[config.mk]
export PLATFORM = sky130hd
export DESIGN_NAME = clkmon_div
export DESIGN_NICKNAME = d
export VERILOG_FILES = /design/src/rtl/clkmon_div.sv
export SDC_FILE = /design/constraint.sdc
export NUM_CORES = 1
export LEC_CHECK = 0
export ABC_AREA = 0
export CAP_MARGIN = 20
export CORE_UTILIZATION = 43
export DETAILED_ROUTE_END_ITERATION = 7
export DONT_BUFFER_PORTS = 1
export SYNTH_ARGS = -nofsm -noshare
export SYNTH_HDL_FRONTEND = slang
export SYNTH_SLANG_ARGS = --single-unit
[constraint.sdc]
create_clock -name clk -period 4.4 [get_ports clk]
set_clock_uncertainty 0.05 [all_clocks]
set_input_delay 0.44 -clock clk [delete_from_list [all_inputs] [get_ports clk]]
set_output_delay 0.44 -clock clk [all_outputs]
set_load 0.01 [all_outputs]
[src/rtl/clkmon_div.sv]
module clkmon_div #(
  parameter int AW = 8,
  parameter int DW = 32,
  parameter int NSRC = 16,
  parameter int SELW = 4,
  parameter int FW = 3,
  parameter logic [AW-1:0] CFG_OFS = 8'h74,
  parameter logic [AW-1:0] DIVA_OFS = 8'h78,
  parameter logic [AW-1:0] DIVB_OFS = 8'h7C,
  parameter logic [DW-1:0] DIVA_MASK = 32'h0077_7777,
  parameter logic [DW-1:0] DIVB_MASK = 32'h0007_7777
) (
  input  logic            clk,
  input  logic            rst_n,
  input  logic            reg_wr,
  input  logic [AW-1:0]   reg_addr,
  input  logic [DW-1:0]   reg_wdata,
  output logic [DW-1:0]   reg_rdata,
  input  logic [NSRC-1:0] src_clk,
  output logic            clk_out
);
  localparam int GATE_BIT = SELW;

  logic [SELW-1:0] sel_q;
  logic            gate_q;
  logic [DW-1:0]   diva_q, divb_q;
  logic [NSRC-1:0] src_q;
  logic [FW-1:0]   cnt_q, ratio_q, fld;
  logic            run_q, div_q;
  logic            populated, rise, bound;
  logic [FW:0]     half, cnt_nx;

  always_comb begin
    case (sel_q)
      4'd5:    fld = diva_q[2:0];
      4'd6:    fld = diva_q[6:4];
      4'd9:    fld = diva_q[10:8];
      4'd7:    fld = diva_q[14:12];
      4'd8:    fld = diva_q[18:16];
      4'd10:   fld = diva_q[22:20];
      4'd11:   fld = divb_q[2:0];
      4'd12:   fld = divb_q[6:4];
      4'd13:   fld = divb_q[10:8];
      4'd15:   fld = divb_q[14:12];
      4'd14:   fld = divb_q[18:16];
      default: fld = '0;
    endcase
  end

  always_comb begin
    reg_rdata = '0;
    if (reg_addr == CFG_OFS)       reg_rdata[GATE_BIT:0] = {gate_q, sel_q};
    else if (reg_addr == DIVA_OFS) reg_rdata = diva_q;
    else if (reg_addr == DIVB_OFS) reg_rdata = divb_q;
  end

  assign populated = (sel_q != 4'd2) && (sel_q != 4'd3);
  assign rise      = src_clk[sel_q] & ~src_q[sel_q];
  assign bound     = rise && (!run_q || cnt_q == ratio_q);
  assign half      = ({1'b0, ratio_q} + 2) >> 1;
  assign cnt_nx    = {1'b0, cnt_q} + 1;
  assign clk_out   = gate_q && populated && run_q &&
                     ((ratio_q == '0) ? src_q[sel_q] : div_q);

  always_ff @(posedge clk) begin
    if (!rst_n) begin
      sel_q   <= '0;
      gate_q  <= 1'b0;
      diva_q  <= '0;
      divb_q  <= '0;
      src_q   <= '0;
      cnt_q   <= '0;
      ratio_q <= '0;
      run_q   <= 1'b0;
      div_q   <= 1'b0;
    end else begin
      src_q <= src_clk;
      if (reg_wr) begin
        if (reg_addr == CFG_OFS) begin
          if (!(gate_q && reg_wdata[GATE_BIT])) sel_q <= reg_wdata[SELW-1:0];
          gate_q <= reg_wdata[GATE_BIT];
        end
        if (reg_addr == DIVA_OFS) diva_q <= reg_wdata & DIVA_MASK;
        if (reg_addr == DIVB_OFS) divb_q <= reg_wdata & DIVB_MASK;
      end
      if (!gate_q) begin
        run_q   <= 1'b0;
        cnt_q   <= '0;
        ratio_q <= '0;
        div_q   <= 1'b0;
      end else if (bound) begin
        run_q   <= 1'b1;
        cnt_q   <= '0;
        ratio_q <= fld;
        div_q   <= 1'b1;
      end else if (rise) begin
        cnt_q <= cnt_nx[FW-1:0];
        div_q <= cnt_nx < half;
      end
    end
  end

  a_r3_gate_low: assert property (@(posedge clk) disable iff (!rst_n)
    !gate_q |-> !clk_out);
  a_r4_empty_slot_low: assert property (@(posedge clk) disable iff (!rst_n)
    (sel_q == 4'd2 || sel_q == 4'd3) |-> !clk_out);
  a_r7_count_in_range: assert property (@(posedge clk) disable iff (!rst_n)
    cnt_q <= ratio_q);
  a_r7_period_starts_high: assert property (@(posedge clk) disable iff (!rst_n)
    (gate_q && bound) |=> div_q);
  a_r8_ratio_held: assert property (@(posedge clk) disable iff (!rst_n)
    (gate_q && run_q && !bound) |=> $stable(ratio_q));
  a_r9_sel_locked: assert property (@(posedge clk) disable iff (!rst_n)
    (gate_q && $past(gate_q)) |-> $stable(sel_q));
endmodule

==> results of run 1 <==
cells by family after synthesis:
| group | count (synthesis) | synth area share |
|---|---|---|
| simple gates | 149 | 0.229 |
| compound gates | 79 | 0.171 |
| flops | 62 | 0.357 |
| buf+inv | 51 | 0.0746 |
| mux | 33 | 0.142 |
| fa+ha+maj | 4 | 0.0144 |
| xor+xnor | 4 | 0.0101 |
| other cells | 1 | 0.00108 |
registers in the layout, summed over array words and instances, names as in the netlist:
| register | cells |
|---|---|
| cnt_q | 3 |
| div_q | 1 |
| diva_q | 18 |
| divb_q | 15 |
| gate_q | 1 |
| ratio_q | 3 |
| run_q | 1 |
| sel_q | 4 |
| src_q | 16 |
final cells by class:
| cell class | count | share of cell area |
|---|---|---|
| multi-input combinational | 282 | 0.559 |
| sequential | 62 | 0.341 |
| clock buffer | 10 | 0.0350 |
| tap | 102 | 0.0350 |
| timing repair buffer | 6 | 0.0134 |
| inverter | 9 | 0.00928 |
| clock inverter | 5 | 0.00756 |
Yosys cell counts, drive strengths merged, types with 5 or more instances:
cell     n  area (µm²)
dfxtp   62        1240
clkbuf  24        90.1
a21boi  35         274
nor2    13        48.8
and3     5        31.3
buf     18         135
a21oi    8        40.0
nand3   37         190
a22o    11        96.3
inv      9        33.8
nand2   44         165
and2    21         131
mux2     6        71.3
mux2i   17         183
o21ai   11        55.1
nor2b    5        31.3
mux4    10         240
per-stage QoR:
step	total power, mW	instance area (µm²)	utilization	instances	hold slack, ns
after floorplan	0.637	3520	-	395	0.384
after global routing	1.07	3640	0.469	476	0.148
after CTS	1.04	3630	0.467	475	0.149
after global placement	0.624	3480	0.447	460	0.402
after detailed placement	0.625	3480	0.447	460	0.401
final	1.03	3640	0.469	476	0.163
power by group:
| part | internal, mW | leakage (nW) | switching (mW) | total, mW |
|---|---|---|---|---|
| registers | 0.569 | 0.504 | 0.00243 | 0.572 |
| logic | 0.0211 | 0.698 | 0.0193 | 0.0404 |
| clock network | 0.197 | 0.0817 | 0.219 | 0.416 |
routing by layer:
layer	vias up	share of wire
met2	79	0.44
met5	-	0
met3	10	0.073
met4	0	0.016
met1	1267	0.47
li1	1317	-
worst max-delay path: stages, from the launching register on:
cell and delay [ns]:
dfxtp_1 0.92, mux4_2 0.36, mux2i_1 0.13, mux2_2 0.31
a211oi_1 0.45
worst min-delay path by stage:
stage	start	to	slack, ns	cells past startpoint
final	src_clk[7]	src_q[7]$_SDFF_PN0_	0.16	1
after global routing	src_clk[8]	src_q[8]$_SDFF_PN0_	0.15	1
after CTS	src_clk[7]	src_q[7]$_SDFF_PN0_	0.15	1
after detailed placement	div_q$_SDFFE_PN0P_	div_q$_SDFFE_PN0P_	0.40	2
after global placement	div_q$_SDFFE_PN0P_	div_q$_SDFFE_PN0P_	0.40	2
after floorplan	div_q$_SDFFE_PN0P_	div_q$_SDFFE_PN0P_	0.38	2
==> results.md, run 1 <==
* Initial Util at 0.447
* R2R Path Start: sel_q[3]$_SDFFE_PN0P_
* Worst-path maximum fanout at 22
* Maxcap violations at 0
* Die width at 91.9 µm
* Mapped cell area at 3470 µm²
* Clock transition at path regs at 0.07 ns
* Unique masters post-synth at 52
* Register bit total from synthesis at 62
* Final slew viol count at 0
* I/O Buffers at 0
* Max Clk Rate at 333 MHz
* CP Launch Type: flop
* First-pass GRT wire length at 13.4 mm
* Final ANT Viol Nets at 0
* Clk root buf: clkbuf_8
* # IOs at 92
* Leakage power at 1.28 nW
* Setup TNS at 0 ns
* GRT overflow at 0
* Status: completed
* CTS tree: done
* Commonest non-fill, non-tap cell in the layout: dfxtp_1
* Vias/cell at 5.62
* Global-route track usage on met3 at 0.0680
* Seq/Total Area, Yosys at 0.357
* Htree depth at 3
* Routed WL per cell at 17.0 µm
* Worst Reg-to-Reg Cells at 5
* Gp weighted congestion at 0.901
* Final setup vio count at 0
* CTS Hold Bufs at 0
* Worst vdd ir at 0.190 mV
* Multi-input gate area at 2040 µm²
* Die area at 8440 µm²
* Post-synth top flop: dfxtp_1
* Final setup margin at 1.40 ns
* GRT Resource Usage Total at 0.205
* Vias in the first global route at 2616
* Final wirelength at 8.11 mm
* Core ar. at 7770 µm²
* Num CTS Buffers at 9
* Fillers at 789
* Largest net degree at the start of global routing at 57
* Gate Count Post-Synth at 383
* # rows at 32
* Ys async rst share at 0
* Met1 Use GR at 0.279
* Req. time, crit path at 3.91 ns
* CTS Buffer Depth at 2
* Slack of the worst reg-to-reg path at 1.74 ns
* Initial antenna violation count at 0
* Clk_lat worst skew at 0.34 ns
* Kind of critical path: flop to primary output
* Final worst path period share at 0.682
* Synth Area per Inst at 9.07 µm²
* Tightest Pin Transition at 0.909 ns
* Syn. warnings at 0
* Storage cell area at 1240 µm²
* HP Class: input pin to flop
* Post-Place Setup Slack at 1.51 ns
* Worst setup EP type: primary output
* # nets final at 433
* Global route hottest layer: met2
* Area Overhead vs Synth at 4.86%
* Slew HR at 0.393
* Via count at 2673
* CP startpoint: sel_q[3]$_SDFFE_PN0P_
* Post-DP HPWL at 5.61 mm
* DR DRC count at 0
* Starting DRT DRC Count at 135
* First-pass iteration count of the detailed router at 4
* Crit path capture: clk_out
* Number of post-CTS setup repair buffers at 0
* Unrepaired setup endpoints after global routing: false
* Hold Fails Final Rpt at 0
* Post_cts resized at 0
* CP arrival at 2.51 ns
* Most frequent cells in the layout: dfxtp_1 (62), nand2_1 (44), nand3_1 (36), a21boi_1 (33), and2_1 (21)
* Minimum clock period at 3.00 ns
* Met2 usage at 0.303
* Pwr Density at 282 nW/µm²
* Post-synth EDFFs at 0
* Ratio of cells with drive above 1 in the final layout at 0.110
* Ant diodes at 0
* Reg-to-Reg End: ratio_q[1]$_SDFFE_PN0P_
* Die Y at 91.9 µm
* Clk sinks at 62
No activity file was read; power rests on OpenSTA's default activity.
==> run 2, diff against run 1 <==
--- a/config.mk
+++ b/config.mk
@@ -5,7 +5,7 @@
 export SDC_FILE = /design/constraint.sdc
 export NUM_CORES = 1
 export LEC_CHECK = 0
-export ABC_AREA = 0
+export ABC_AREA = 1
 export CAP_MARGIN = 20
 export CORE_UTILIZATION = 43
 export DETAILED_ROUTE_END_ITERATION = 7
==> constraint.sdc (replaced) <==
create_clock -name clk -period 2.6 [get_ports clk]
set_clock_uncertainty 0.05 [all_clocks]
set_input_delay 0.26 -clock clk [delete_from_list [all_inputs] [get_ports clk]]
set_output_delay 0.26 -clock clk [all_outputs]
set_load 0.01 [all_outputs]
==> results.md, run 2 <==
* DR DRC count at 0 (unchanged)
* Largest regs: diva_q: 18 flops, src_q: 16 flops, divb_q: 15 flops
* First-pass GRT wire length at 14.3 mm (+7.0%)
* R2R Path Start: sel_q[0]$_SDFFE_PN0P_
* # nets final at 610 (+41%)
* GRT overflow at 0 (unchanged)
* # rows at 31 (-3.1%)
* Vias in the first global route at 3069 (+17%)
* Final wirelength at 9.21 mm (+14%)
* Worst-path maximum fanout at 16 (-27%)
* Worst vdd ir at 0.328 mV (+73%)
* Clk sinks at 62 (unchanged)
* Slew HR at 0.644 (+0.250)
* Worst hold path depth at 2 (+1)
* Tightest Pin Transition at 0.532 ns (-0.376 ns)
* Status: completed
* Starting DRT DRC Count at 176 (+30%)
* Seq/Total Area, Yosys at 0.376 (+0.0188)
* Post-DP HPWL at 5.88 mm (+4.7%)
* Mapped cell area at 3300 µm² (-5.0%)
* Area leader, netlist: dfxtp_1
* Gate Count Post-Synth at 511 (+33%)
* Clk root buf: clkbuf_8
* Via count at 3259 (+22%)
* Simple-gate share of the synthesized area at 0.262 (+0.0333)
* Placed Area at 3310 µm² (-4.7%)
* Kind of critical path: flop to primary output
* Core ar. at 7330 µm² (-5.6%)
* Number of flip-flops in the largest register at 18 (unchanged)
* XOR/XNOR Fraction of Synth Area at 0.00796 (-0.00212)
* Worst Min Path Start: rst_n
* Unique masters post-synth at 31 (-40%)
* Area Overhead vs Synth at 19.0%
* Commonest non-fill, non-tap cell in the layout: nand2_1
* Hold Crit Endpoint: diva_q[0]$_SDFFE_PN0P_
* Leakage power at 1.69 nW (+32%)
* Worst setup EP type: primary output
* Gp weighted congestion at 0.914 (+1.5%)
* Routed WL per cell at 14.1 µm (-17%)
* # IOs at 92 (unchanged)
* Largest net degree at the start of global routing at 42 (-26%)
* Unrepaired setup endpoints after global routing: false
* Number of post-CTS setup repair buffers at 0 (unchanged)
* Ant diodes at 0 (unchanged)
* Final slew viol count at 0 (unchanged)
* Pwr Density at 499 nW/µm² (+77%)
* I/O Buffers at 0 (unchanged)
* Synth Area per Inst at 6.46 µm² (-29%)
* Final Cell Area at 3930 µm² (+7.8%)
* Ys async rst share at 0 (unchanged)
* Final ANT Viol Nets at 0 (unchanged)
* CP Launch Type: flop
* Most frequent cells in the layout: nand2_1 (148), inv_1 (75), dfxtp_1 (62), o21ai_0 (52), a21oi_1 (47)
* Initial Util at 0.450 (+0.00291)
* First-pass iteration count of the detailed router at 4 (unchanged)
* Ratio of cells with drive above 1 in the final layout at 0.0580 (-0.0517)
* Reg-to-Reg End: ratio_q[2]$_SDFFE_PN0P_
* Count leader, synth: nand2_1
* Worst Reg-to-Reg Cells at 9 (+4)
* Post-synth top flop: dfxtp_1
* Initial antenna violation count at 0 (unchanged)
* Max Clk Rate at 460 MHz
* Hold Fails Final Rpt at 0 (unchanged)
* CP arrival at 1.86 ns (-0.65 ns)
* Multiplexer share of the synthesized area at 0 (-0.142)
* Setup TNS at 0 ns (unchanged)
* Final setup vio count at 0 (unchanged)
* HP Class: input pin to flop
* CTS Buffer Depth at 2 (unchanged)
* Area share of the largest cell type after synthesis at 0.376 (+0.0188)
* Num CTS Buffers at 9 (unchanged)
* Final worst path period share at 0.835
* Synth Area in Adders at 0.0152 (+0.000760)
* Post-synthesis compound-gate area fraction at 0.191 (+0.0200)
* Slack of the worst reg-to-reg path at 0.80 ns (-0.94 ns)
* Largest register by flop count: diva_q
* Largest cells by area after synthesis: dfxtp_1 (38%), nand2_1 (17%), inv_1 (8.5%), o21ai_0 (7.9%), a21oi_1 (7.1%)
* Die Y at 89.6 µm (-2.5%)
* Die area at 8030 µm² (-4.9%)
* CTS tree: done
* Maxcap violations at 0 (unchanged)
* Post-synth top cells: nand2_1 (148), inv_1 (75), dfxtp_1 (62)
* GRT Resource Usage Total at 0.241 (+0.0355)
* Main combinational cell family by area after synthesis: simple AND/OR/NAND/NOR gates
* Die width at 89.6 µm (-2.5%)
* Vias/cell at 5.01 (-11%)
* Minimum clock period at 2.17 ns
* Syn. warnings at 0 (unchanged)
* Htree depth at 3 (unchanged)
* Clk_lat worst skew at 0.33 ns (about the same)
* Clock transition at path regs at 0.07 ns (about the same)
* Post-synth EDFFs at 0 (unchanged)
* Req. time, crit path at 2.29 ns (-1.62 ns)
* Register bit total from synthesis at 62 (unchanged)
[run 2: worst max-delay path, cell delays in order, from the launching register on]
cell and delay (ns):
dfxtp_1 0.45, buf_4 0.27, nand2_1 0.08, nand2_1 0.08, nand2_1 0.05, nand2_1 0.07, nand2_1 0.06, nand2_1 0.13
nor2_4 0.07, a21oi_1 0.28
[run 2: stage by stage]
step                cells   util  power, mW  setup WS [ns]  hold WS, ns
finish                651  0.535       1.96          0.428       0.0214
CTS                   651  0.535       1.98          0.434      0.00142
global route          651  0.535       2.04          0.292       0.0105
floorplan             523      -       1.08          0.936        0.303
detailed placement    594  0.452       1.06          0.661        0.309
global placement      594  0.452       1.06          0.676        0.306
[run 2: final cells by class]
class                   count  area, µm²
clock buffers              13        159
clock inverters             3       42.5
fillers                   761       3410
inverters                  79        297
multi-input cells         350       1620
flip-flops and latches     62       1240
well taps                  99        124
repair buffers             45        440
[run 2: how the worst max path moves through the flow]
| stage | startpoint | to | slack [ns] | depth (start not counted) |
|---|---|---|---|---|
| 4_1_cts | sel_q[0]$_SDFFE_PN0P_ | clk_out | 0.43 | 9 |
| 3_5_place_dp | reg_addr[1] | reg_rdata[16] | 0.66 | 5 |
| 6_report | sel_q[0]$_SDFFE_PN0P_ | clk_out | 0.43 | 9 |
| 5_1_grt | sel_q[0]$_SDFFE_PN0P_ | clk_out | 0.29 | 9 |
| 3_3_place_gp | reg_addr[1] | reg_rdata[16] | 0.68 | 5 |
| 2_1_floorplan | reg_addr[1] | reg_rdata[10] | 0.94 | 6 |
[run 2: cell families after synthesis]
logic type | count (synthesis)
xor+xnor | 3
buf+inv | 111
other cells | 1
compound gates | 118
fa+ha+maj | 4
simple gates | 212
flops | 62
[run 2: layer usage]
metal | up-vias | track usage | share of wire
met5 | - | 0 | 0
met4 | 0 | 0.0808 | 0.012
met3 | 11 | 0.0603 | 0.057
met2 | 90 | 0.421 | 0.49
met1 | 1487 | 0.288 | 0.44
li1 | 1671 | - | -
[run 2: power by group]
group          leakage, nW  switching (mW)  total, mW  internal [mW]
clock network       0.0996           0.364      0.858          0.494
registers            0.504         0.00399      0.968          0.964
logic                 1.08          0.0669      0.132         0.0654
[run 2: repair_timing]
action,in CTS,in global routing
hold buffers,41,0
hold endpoints to repair,26,0
gates resized for setup,0,0
==> run 3, diff against run 2 <==
--- a/config.mk
+++ b/config.mk
@@ -5,7 +5,7 @@
 export SDC_FILE = /design/constraint.sdc
 export NUM_CORES = 1
 export LEC_CHECK = 0
-export ABC_AREA = 1
+export ABC_AREA = 0
 export CAP_MARGIN = 20
 export CORE_UTILIZATION = 43
 export DETAILED_ROUTE_END_ITERATION = 7
==> constraint.sdc (replaced) <==
create_clock -name clk -period 1.8 [get_ports clk]
set_clock_uncertainty 0.05 [all_clocks]
set_input_delay 0.18 -clock clk [delete_from_list [all_inputs] [get_ports clk]]
set_output_delay 0.18 -clock clk [all_outputs]
set_load 0.01 [all_outputs]
==> results.md, run 3 (synthesis results as in run 1) <==
* Commonest non-fill, non-tap cell in the layout: dfxtp_1
* Worst vdd ir at 0.339 mV (+3.1%)
* Most frequent cells in the layout: dfxtp_1 (58), dlygate4sd3_1 (57), nand2_1 (44), nand3_1 (36), a21boi_1 (33)
* Hold Fails Final Rpt at 0 (unchanged)
* Final setup margin at -0.388 ns (-0.816 ns)
* Pwr Density at 621 nW/µm² (+24%)
* Ant diodes at 0 (unchanged)
* Worst-path maximum fanout at 7 (-9)
* # IOs at 92 (unchanged)
* Delay-heaviest family, CP: multiplexers
* Final wirelength at 9.49 mm (+3.1%)
* Hold Worst Slack at 0.0505 ns (+0.0291 ns)
* Initial Util at 0.447 (-0.00291)
* Die Y at 91.9 µm (+2.5%)
* Num CTS Buffers at 9 (unchanged)
* Final worst path period share at 1.22
* Htree depth at 3 (unchanged)
* Maxcap violations at 0 (unchanged)
* Post-DP HPWL at 6.01 mm (+2.2%)
* Tightest Pin Transition at 0.688 ns (+0.155 ns)
* Number of flip-flops in the largest register at 18 (unchanged)
* Setup TNS at -3.15 ns (-3.15 ns)
* Starting DRT DRC Count at 147 (-16%)
* CP arrival at 1.96 ns (+0.10 ns)
* Clk sinks at 62 (unchanged)
* CTS Buffer Depth at 2 (unchanged)
* Req. time, crit path at 1.57 ns (-0.72 ns)
* Initial antenna violation count at 0 (unchanged)
* Gp weighted congestion at 0.898 (-1.7%)
* Status: finished with violations
* Clk root buf: clkbuf_8
* CTS tree: done
* # rows at 32 (+3.2%)
* Minimum clock period at 2.19 ns
* Via count at 3043 (-6.6%)
* Critical path buffer and inverter count at 2 (+1)
* Area Overhead vs Synth at 32.7%
* # nets final at 522 (-14%)
* DR DRC count at 0 (unchanged)
* Unrepaired setup endpoints after global routing: true
* Vias/cell at 5.40 (+7.8%)
* Routed WL per cell at 16.8 µm (+19%)
* Largest regs: diva_q: 18 flops, src_q: 16 flops, divb_q: 15 flops
* Kind of critical path: flop to primary output
* First-pass GRT wire length at 15.4 mm (+7.6%)
* Crit-path most repeated cell: buf_4
* Final slew viol count at 0 (unchanged)
* Final non-filler cell total at 564 (-13%)
* Slew HR at 0.540 (-0.104)
* CP Launch Type: flop
* Final setup vio count at 9 (+9)
* Clk_lat worst skew at 0.34 ns (about the same)
* Worst setup EP type: primary output
* Ratio of cells with drive above 1 in the final layout at 0.180 (+0.122)
* Core ar. at 7770 µm² (+6.0%)
* HP Class: input pin to flop
* First-pass iteration count of the detailed router at 4 (unchanged)
* GRT Resource Usage Total at 0.236 (-0.00507)
* Cell Chain, Critical Path: mux4_2 -> mux2i_4 -> buf_4 -> mux2_4 -> a211oi_2 -> buf_4
* I/O Buffers at 0 (unchanged)
* Largest net degree at the start of global routing at 39 (-7.1%)
* Post-Place Setup Slack at -0.330 ns (-0.990 ns)
* GRT overflow at 0 (unchanged)
* Die width at 91.9 µm (+2.5%)
* Clock transition at path regs at 0.06 ns (about the same)
* Die area at 8440 µm² (+5.2%)
* Vias in the first global route at 3006 (-2.1%)
* Failing checks: setup timing
* Final ANT Viol Nets at 0 (unchanged)
* Largest register by flop count: diva_q
* Critical-path top delay cell: mux4_2
* Leakage power at 1.74 nW (+3.0%)
* Critical Path Max Stage Delay at 0.55 ns (+0.10 ns)
* Max Clk Rate at 457 MHz
* Placed Cells incl. Taps at 485 (-18%)
## run 3: changes by cell type in the layout (fill, tap and decap cells not counted), sizes merged, moves of 22 or more
cell,delta
a21boi,+35
a21oi,-40
buf,+33
inv,-70
nand2,-106
nor2,-22
o21ai,-42
## run 3: where the power goes
group	leakage (nW)	switching [mW]	internal [mW]	total, mW
logic	1.14	0.101	0.152	0.252
clock network	0.0956	0.512	0.701	1.21
registers	0.506	0.00709	1.39	1.40
total	1.74	0.619	2.24	2.86
## run 3: metal layers
layer / global-route usage / vias to the layer above / part of all wire
met5: 0 / - / 0
met4: 0.0677 / 0 / 0.0097
met3: 0.0506 / 10 / 0.048
met2: 0.382 / 68 / 0.47
met1: 0.316 / 1475 / 0.48
li1: - / 1490 / -
## run 3: worst min-delay path, stage by stage
cell     delay [ns]
nand2_1        0.05
mux2i_1        0.07
nor2b_1        0.10
## run 3: final timing paths
| path | to | start | slack [ns] | cells after the start |
|---|---|---|---|---|
| hold / removal | gate_q$_SDFFE_PN0P_ | reg_wr | 0.05 | 3 |
| hold reg to reg | diva_q[14]$_SDFFE_PN0P_ | diva_q[14]$_SDFFE_PN0P_ | 0.42 | 2 |
| setup / recovery | clk_out | sel_q[1]$_SDFFE_PN0P_ | -0.39 | 6 |
| setup reg to reg | ratio_q[1]$_SDFFE_PN0P_ | sel_q[1]$_SDFFE_PN0P_ | -0.37 | 8 |
## run 3: final cells by class
cell class	count	area (µm²)
Clock buffer	13	159
Tap cell	102	128
Sequential cell	62	1250
Multi-Input combinational cell	282	2070
Inverter	9	33.8
Timing Repair Buffer	95	938
Clock inverter	1	30.0
Fill cell	674	3160
## run 3: timing repair
action	CTS	global route
endpoints found under the hold margin	54	0
endpoints found under the setup margin	9	12
gates resized for setup	6	5
buffers inserted	4	2
hold buffers	57	0
pin swaps	3	1
## run 3: per-stage QoR
stage	utilization	total power, mW	cell area, µm²
2_1_floorplan	-	1.56	3550
3_3_place_gp	0.482	1.54	3740
3_5_place_dp	0.482	1.54	3740
4_1_cts	0.584	2.85	4540
5_1_grt	0.593	2.97	4610
6_report	0.593	2.86	4610
